[src/rtl/sram_seq_pkg.sv]
package sram_seq_pkg;

   typedef enum logic [1:0] {
      ST_IDLE = 2'd0,
      ST_RD   = 2'd1,
      ST_WR   = 2'd2,
      ST_TAIL = 2'd3
   } seq_state_e;

   // round a nanosecond minimum up to clocks, never below one clock
   function automatic int unsigned ns_to_clk(input int unsigned t_ns, input int unsigned clk_ns);
      int unsigned c;
      c = (t_ns + clk_ns - 1) / clk_ns;
      return (c < 1) ? 1 : c;
   endfunction

   function automatic int unsigned max2(input int unsigned a, input int unsigned b);
      return (a > b) ? a : b;
   endfunction

endpackage

[src/rtl/sram_seq_timer.sv]
module sram_seq_timer #(
   parameter int unsigned CNT_W = 4
) (
   input  logic             clk,
   input  logic             rst_n,
   input  logic             load,
   input  logic [CNT_W-1:0] load_val,
   output logic             last
);
   logic [CNT_W-1:0] cnt_q;

   always_ff @(posedge clk) begin
      if (!rst_n)
         cnt_q <= '0;
      else if (load)
         cnt_q <= load_val;
      else if (cnt_q != '0)
         cnt_q <= cnt_q - 1'b1;
   end

   assign last = (cnt_q == CNT_W'(1));
endmodule

[src/rtl/sram_seq_fsm.sv]
module sram_seq_fsm
   import sram_seq_pkg::*;
#(
   parameter int unsigned CNT_W     = 4,
   parameter int unsigned RD_CLKS   = 9,
   parameter int unsigned WR_CLKS   = 7,
   parameter int unsigned TAIL_CLKS = 2
) (
   input  logic             clk,
   input  logic             rst_n,
   input  logic             req_valid,
   input  logic             req_write,
   input  logic             tmr_last,
   output logic             req_ready,
   output logic             accept,
   output logic             capture,
   output logic             tmr_load,
   output logic [CNT_W-1:0] tmr_val,
   output logic             cs_n,
   output logic             oe_n,
   output logic             we_n,
   output logic             dq_oe
);
   seq_state_e state_q, state_d;

   assign req_ready = (state_q == ST_IDLE);
   assign accept    = req_ready && req_valid;

   always_comb begin
      state_d  = state_q;
      tmr_load = 1'b0;
      tmr_val  = '0;
      capture  = 1'b0;
      unique case (state_q)
         ST_IDLE: begin
            if (req_valid) begin
               tmr_load = 1'b1;
               if (req_write) begin
                  state_d = ST_WR;
                  tmr_val = CNT_W'(WR_CLKS);
               end else begin
                  state_d = ST_RD;
                  tmr_val = CNT_W'(RD_CLKS);
               end
            end
         end
         ST_RD: begin
            if (tmr_last) begin
               state_d = ST_IDLE;
               capture = 1'b1;
            end
         end
         ST_WR: begin
            if (tmr_last) begin
               state_d  = ST_TAIL;
               tmr_load = 1'b1;
               tmr_val  = CNT_W'(TAIL_CLKS);
            end
         end
         ST_TAIL: begin
            if (tmr_last) state_d = ST_IDLE;
         end
         default: state_d = ST_IDLE;
      endcase
   end

   // strobes are registered from the next state so the pins never glitch
   always_ff @(posedge clk) begin
      if (!rst_n) begin
         state_q <= ST_IDLE;
         cs_n    <= 1'b1;
         oe_n    <= 1'b1;
         we_n    <= 1'b1;
         dq_oe   <= 1'b0;
      end else begin
         state_q <= state_d;
         cs_n    <= (state_d == ST_IDLE);
         oe_n    <= (state_d != ST_RD);
         we_n    <= (state_d != ST_WR);
         dq_oe   <= (state_d == ST_WR);
      end
   end
endmodule

[src/rtl/sram_seq_dpath.sv]
module sram_seq_dpath #(
   parameter int unsigned ADDR_W = 19,
   parameter int unsigned DATA_W = 8
) (
   input  logic              clk,
   input  logic              rst_n,
   input  logic              accept,
   input  logic              req_write,
   input  logic [ADDR_W-1:0] req_addr,
   input  logic [DATA_W-1:0] req_wdata,
   input  logic              capture,
   input  logic [DATA_W-1:0] mem_dq_i,
   output logic [ADDR_W-1:0] mem_addr,
   output logic [DATA_W-1:0] mem_dq_o,
   output logic              rsp_valid,
   output logic [DATA_W-1:0] rsp_rdata
);
   always_ff @(posedge clk) begin
      if (!rst_n) begin
         mem_addr  <= '0;
         mem_dq_o  <= '0;
         rsp_valid <= 1'b0;
         rsp_rdata <= '0;
      end else begin
         if (accept) begin
            mem_addr <= req_addr;
            if (req_write) mem_dq_o <= req_wdata;
         end
         rsp_valid <= capture;
         if (capture) rsp_rdata <= mem_dq_i;
      end
   end
endmodule

[src/rtl/sram_seq_ctrl.sv]
module sram_seq_ctrl
   import sram_seq_pkg::*;
#(
   parameter int unsigned ADDR_W  = 19,
   parameter int unsigned DATA_W  = 8,
   parameter int unsigned CLK_NS  = 10,
   parameter int unsigned T_RC_NS = 85,
   parameter int unsigned T_AA_NS = 85,
   parameter int unsigned T_OE_NS = 40,
   parameter int unsigned T_WC_NS = 85,
   parameter int unsigned T_WP_NS = 55,
   parameter int unsigned T_CW_NS = 70,
   parameter int unsigned T_AW_NS = 70,
   parameter int unsigned T_DW_NS = 35
) (
   input  logic              clk,
   input  logic              rst_n,
   input  logic              req_valid,
   output logic              req_ready,
   input  logic              req_write,
   input  logic [ADDR_W-1:0] req_addr,
   input  logic [DATA_W-1:0] req_wdata,
   output logic              rsp_valid,
   output logic [DATA_W-1:0] rsp_rdata,
   output logic [ADDR_W-1:0] mem_addr,
   output logic              mem_cs_n,
   output logic              mem_oe_n,
   output logic              mem_we_n,
   output logic [DATA_W-1:0] mem_dq_o,
   output logic              mem_dq_oe,
   input  logic [DATA_W-1:0] mem_dq_i
);
   localparam int unsigned RC_C = ns_to_clk(T_RC_NS, CLK_NS);
   localparam int unsigned AA_C = ns_to_clk(T_AA_NS, CLK_NS);
   localparam int unsigned OE_C = ns_to_clk(T_OE_NS, CLK_NS);
   localparam int unsigned WC_C = ns_to_clk(T_WC_NS, CLK_NS);
   localparam int unsigned WP_C = ns_to_clk(T_WP_NS, CLK_NS);
   localparam int unsigned CW_C = ns_to_clk(T_CW_NS, CLK_NS);
   localparam int unsigned AW_C = ns_to_clk(T_AW_NS, CLK_NS);
   localparam int unsigned DW_C = ns_to_clk(T_DW_NS, CLK_NS);

   localparam int unsigned RD_CLKS   = max2(max2(AA_C, RC_C), OE_C);
   localparam int unsigned WR_CLKS   = max2(max2(WP_C, CW_C), max2(AW_C, DW_C));
   localparam int unsigned TAIL_CLKS = (WC_C > WR_CLKS) ? (WC_C - WR_CLKS) : 1;
   localparam int unsigned CYC_CLKS  = (RD_CLKS < WR_CLKS + TAIL_CLKS) ? RD_CLKS : (WR_CLKS + TAIL_CLKS);
   localparam int unsigned CNT_MAX   = max2(max2(RD_CLKS, WR_CLKS), TAIL_CLKS);
   localparam int unsigned CNT_W     = $clog2(CNT_MAX + 1);

   if (ADDR_W < 1 || DATA_W < 1) begin : g_bad_width
      $error("sram_seq_ctrl: address and data widths must be at least 1");
   end
   if (CLK_NS < 1) begin : g_bad_clk
      $error("sram_seq_ctrl: clock period must be at least 1 ns");
   end
   if (CNT_W > 16) begin : g_bad_cnt
      $error("sram_seq_ctrl: timing minimums too long for the phase counter");
   end

   logic             accept;
   logic             capture;
   logic             tmr_load;
   logic             tmr_last;
   logic [CNT_W-1:0] tmr_val;

   sram_seq_fsm #(
      .CNT_W     (CNT_W),
      .RD_CLKS   (RD_CLKS),
      .WR_CLKS   (WR_CLKS),
      .TAIL_CLKS (TAIL_CLKS)
   ) u_fsm (
      .clk       (clk),
      .rst_n     (rst_n),
      .req_valid (req_valid),
      .req_write (req_write),
      .tmr_last  (tmr_last),
      .req_ready (req_ready),
      .accept    (accept),
      .capture   (capture),
      .tmr_load  (tmr_load),
      .tmr_val   (tmr_val),
      .cs_n      (mem_cs_n),
      .oe_n      (mem_oe_n),
      .we_n      (mem_we_n),
      .dq_oe     (mem_dq_oe)
   );

   sram_seq_timer #(
      .CNT_W (CNT_W)
   ) u_timer (
      .clk      (clk),
      .rst_n    (rst_n),
      .load     (tmr_load),
      .load_val (tmr_val),
      .last     (tmr_last)
   );

   sram_seq_dpath #(
      .ADDR_W (ADDR_W),
      .DATA_W (DATA_W)
   ) u_dpath (
      .clk       (clk),
      .rst_n     (rst_n),
      .accept    (accept),
      .req_write (req_write),
      .req_addr  (req_addr),
      .req_wdata (req_wdata),
      .capture   (capture),
      .mem_dq_i  (mem_dq_i),
      .mem_addr  (mem_addr),
      .mem_dq_o  (mem_dq_o),
      .rsp_valid (rsp_valid),
      .rsp_rdata (rsp_rdata)
   );
endmodule

[config.mk]
export PLATFORM = sky130hd
export DESIGN_NAME = sram_seq_ctrl
export DESIGN_NICKNAME = d
export VERILOG_FILES = /design/src/rtl/sram_seq_pkg.sv /design/src/rtl/sram_seq_timer.sv /design/src/rtl/sram_seq_fsm.sv /design/src/rtl/sram_seq_dpath.sv /design/src/rtl/sram_seq_ctrl.sv
export SDC_FILE = /design/constraint.sdc
export NUM_CORES = 1
export LEC_CHECK = 0
export BUFFER_PORTS_ARGS = -buffer_cell sky130_fd_sc_hd__buf_2
export CORE_ASPECT_RATIO = 1.5
export CORE_UTILIZATION = 42
export DETAILED_ROUTE_END_ITERATION = 7
export PLACE_DENSITY_LB_ADDON = 0.3
export SYNTH_ARGS = -nofsm -noshare
export SYNTH_HDL_FRONTEND = slang
export SYNTH_SLANG_ARGS = --single-unit
[constraint.sdc]
create_clock -name clk -period 1.5 [get_ports clk]
set_clock_uncertainty 0.15 [all_clocks]
set_input_delay 0.15 -clock clk [delete_from_list [all_inputs] [get_ports clk]]
set_output_delay 0.15 -clock clk [all_outputs]
set_load 0.01 [all_outputs]
==> results.json <==
{
  "yosys_warnings": 0,
  "synth_seq_cells": 46,
  "chipWidth_um": 56.1,
  "cp-end-kind": "register",
  "synth.top_cell.area_share": 0.500,
  "synth.distinct_cells": 30,
  "synth-adder-area-share": 0.0204,
  "seqCellArea_um2": 927,
  "fin_crit_sh": 1.03,
  "vias": 1890,
  "place_area_um2": 2370,
  "gp_congestion": 0.896,
  "synth_compound_area_frac": 0.203,
  "finalPower_w": 0.00346,
  "ir_worst_vdd_uv": 919,
  "design_area_um2": 2910,
  "synthSimpleGateAreaFrac": 0.218,
  "wl_um": 4670,
  "ios": 80,
  "synth-seq-area-share": 0.500,
  "clock.fmax_mhz": 648,
  "fill_cells": 326,
  "multiInputGateArea_um2": 933,
  "worstSkewPairLatency_ps": 300,
  "h-tree-depth": 2,
  "drtPass1Iterations": 4,
  "powerDensity_nw_per_um2": 1190,
  "layoutNonFillerInstCount": 383,
  "numCtsBuffers": 5,
  "crit_path_max_fanout": 4,
  "synthXorXnorAreaFrac": 0.0143,
  "overflow": 0,
  "setup_viol": 2,
  "violations": "negative setup slack",
  "core_area_um2": 4210,
  "synth_top_family_by_area": "simple AND/OR/NAND/NOR gates",
  "yosysTopAreaCell": "dfxtp_1",
  "worstPathRequired_ps": 1540,
  "syn-cell-area_um2": 1840,
  "critPathKind": "register to register",
  "drc": 0,
  "avgSynthCellArea_um2": 8.60,
  "avgViaCountPerCell": 4.93,
  "syn-instance-count": 214,
  "antenna_found_initial": 0,
  "synthMuxAreaShare": 0.00544,
  "min_period_ps": 1540,
  "drv_cap": 0,
  "cts_tree": "done",
  "grt_setup_unrepaired": "true",
  "ant_nets": 0,
  "cts_sinks": 46,
  "slew_headroom": 0.787,
  "area_delta_synth_final_pct": 58.1,
  "setup_slack_ps": -42.7,
  "ctsRootBufferMaster": "clkbuf_8",
  "grt_pass1_vias": 1839,
  "grt_max_degree": 22,
  "arrival_ps": 1580,
  "hp-class": "input pin to register",
  "clk_path_buf_depth": 2,
  "dp_hpwl_um": 2930,
  "io_buffers": 79,
  "initial_core_util": 0.437,
  "track_usage": 0.206,
  "critPathLaunchType": "register",
  "status": "finished with violations",
  "finalHoldViolCount": 0,
  "n_antenna_cell": 0,
  "routedWlPerCell_um": 12.2,
  "die-area_um2": 4660,
  "syn-num-nets": 256,
  "place_inst": 340,
  "tightest_slew_ps": 317,
  "die_h_um": 83.1,
  "drive_above_1_share": 0.356,
  "dr.first_iter.drc_count": 57,
  "drv_slew": 0,
  "synth_area_leaders": "dfxtp_1, nand2_1, a21boi_0",
  "clkTransAtPathRegs_ps": 90,
  "holdWs_ps": 22.1,
  "rows": 29,
  "final_nets": 378,
  "p_leak_nw": 1.30,
  "grt_pass1_wl_um": 7580
}
area by class of cell:
cell class,instances,share of cell area
multi-input combinational,152,0.321
sequential,46,0.319
timing repair buffer,128,0.302
clock buffer,6,0.0284
tap,46,0.0198
inverter,3,0.00559
clock inverter,2,0.00430
final timing paths:
path / slack [ps] / depth (start not counted) / to / from
max: -40 / 6 / u_timer.cnt_q[0] / u_timer.cnt_q[1]
min reg2reg: 300 / 2 / u_dpath.mem_dq_o[2] / u_dpath.mem_dq_o[2]
max reg2reg: -40 / 6 / u_timer.cnt_q[0] / u_timer.cnt_q[1]
min: 20 / 2 / u_fsm.cs_n / req_valid
layer usage:
layer,up-vias,share of wire,track usage
li1,948,-,-
met1,873,0.39,0.206
met2,57,0.54,0.381
met3,12,0.048,0.0530
met4,0,0.029,0.0998
met5,-,0,0
critical path, cell delays in order, from the launching register on:
cell	delay, ps
dfxtp_2	340
inv_4	80
ha_4	120
or3b_4	410
xnor2_2	160
a21oi_2	130
nor2b_1	50
what timing repair did:
action	in CTS	in global routing
pin swaps	2	11
hold endpoints to repair	35	0
setup endpoints to repair	13	32
buffers inserted	1	0
hold buffers	35	0
resized for setup	8	18
cells in the mapped netlist, drive strengths merged:
cell type	number
nor3b	3
a211oi	2
buf	6
nand2	67
nand3	1
nor3	1
clkbuf	7
inv	3
mux2i	1
ha	3
o21a	1
dfxtp	46
o311ai	1
a21oi	6
and2	2
nor2b	3
a21boi	35
nor4b	1
nand4bb	1
nand2b	2
xor2	2
xnor2	1
nor2	6
or3b	1
o21ai	10
nand3b	2
registers in the layout, indices dropped and copies added, names as in the netlist:
register	count
u_dpath.mem_dq_o	8
u_timer.cnt_q	4
u_fsm.oe_n	1
u_fsm.we_n	1
u_dpath.rsp_rdata	8
u_fsm.state_q	2
u_dpath.mem_addr	19
u_fsm.cs_n	1
u_dpath.rsp_valid	1
u_fsm.dq_oe	1
per-stage QoR:
step	setup WS (ps)	TNS, ps	util
3_3_place_gp	-9.07	-18.3	0.562
4_1_cts	-14.5	-38.3	0.674
6_report	-42.7	-58.9	0.691
3_5_place_dp	-31.1	-180	0.562
2_1_floorplan	16.6	0	-
5_1_grt	-104	-291	0.691
kinds of logic after synthesis:
family                   count (synthesis)
AO/OA/AOI/OAI                           55
adder cells (fa/ha/maj)                  3
XOR/XNOR                                 3
flip-flops                              46
multiplexers                             1
buffers and inverters                   16
AND/OR/NAND/NOR                         90
placed cells by master, fill, tap and decap left out, drive strengths merged, types with 2 or more instances in the layout:
cell type	instances
a21oi	6
dlygate4sd3	35
nand2	67
nand2b	2
inv	3
clkbuf	6
nand3b	2
ha	3
a211oi	2
buf	93
nor3b	3
dfxtp	46
and2	2
o21ai	10
nor2b	3
xor2	2
a21boi	35
nor2	6
power by group:
group | switching, W | internal, W
Clock | 0.000410 | 0.000370
Sequential | 0.000124 | 0.00137
Combinational | 0.000549 | 0.000642
(Power assumes the default switching activity.)
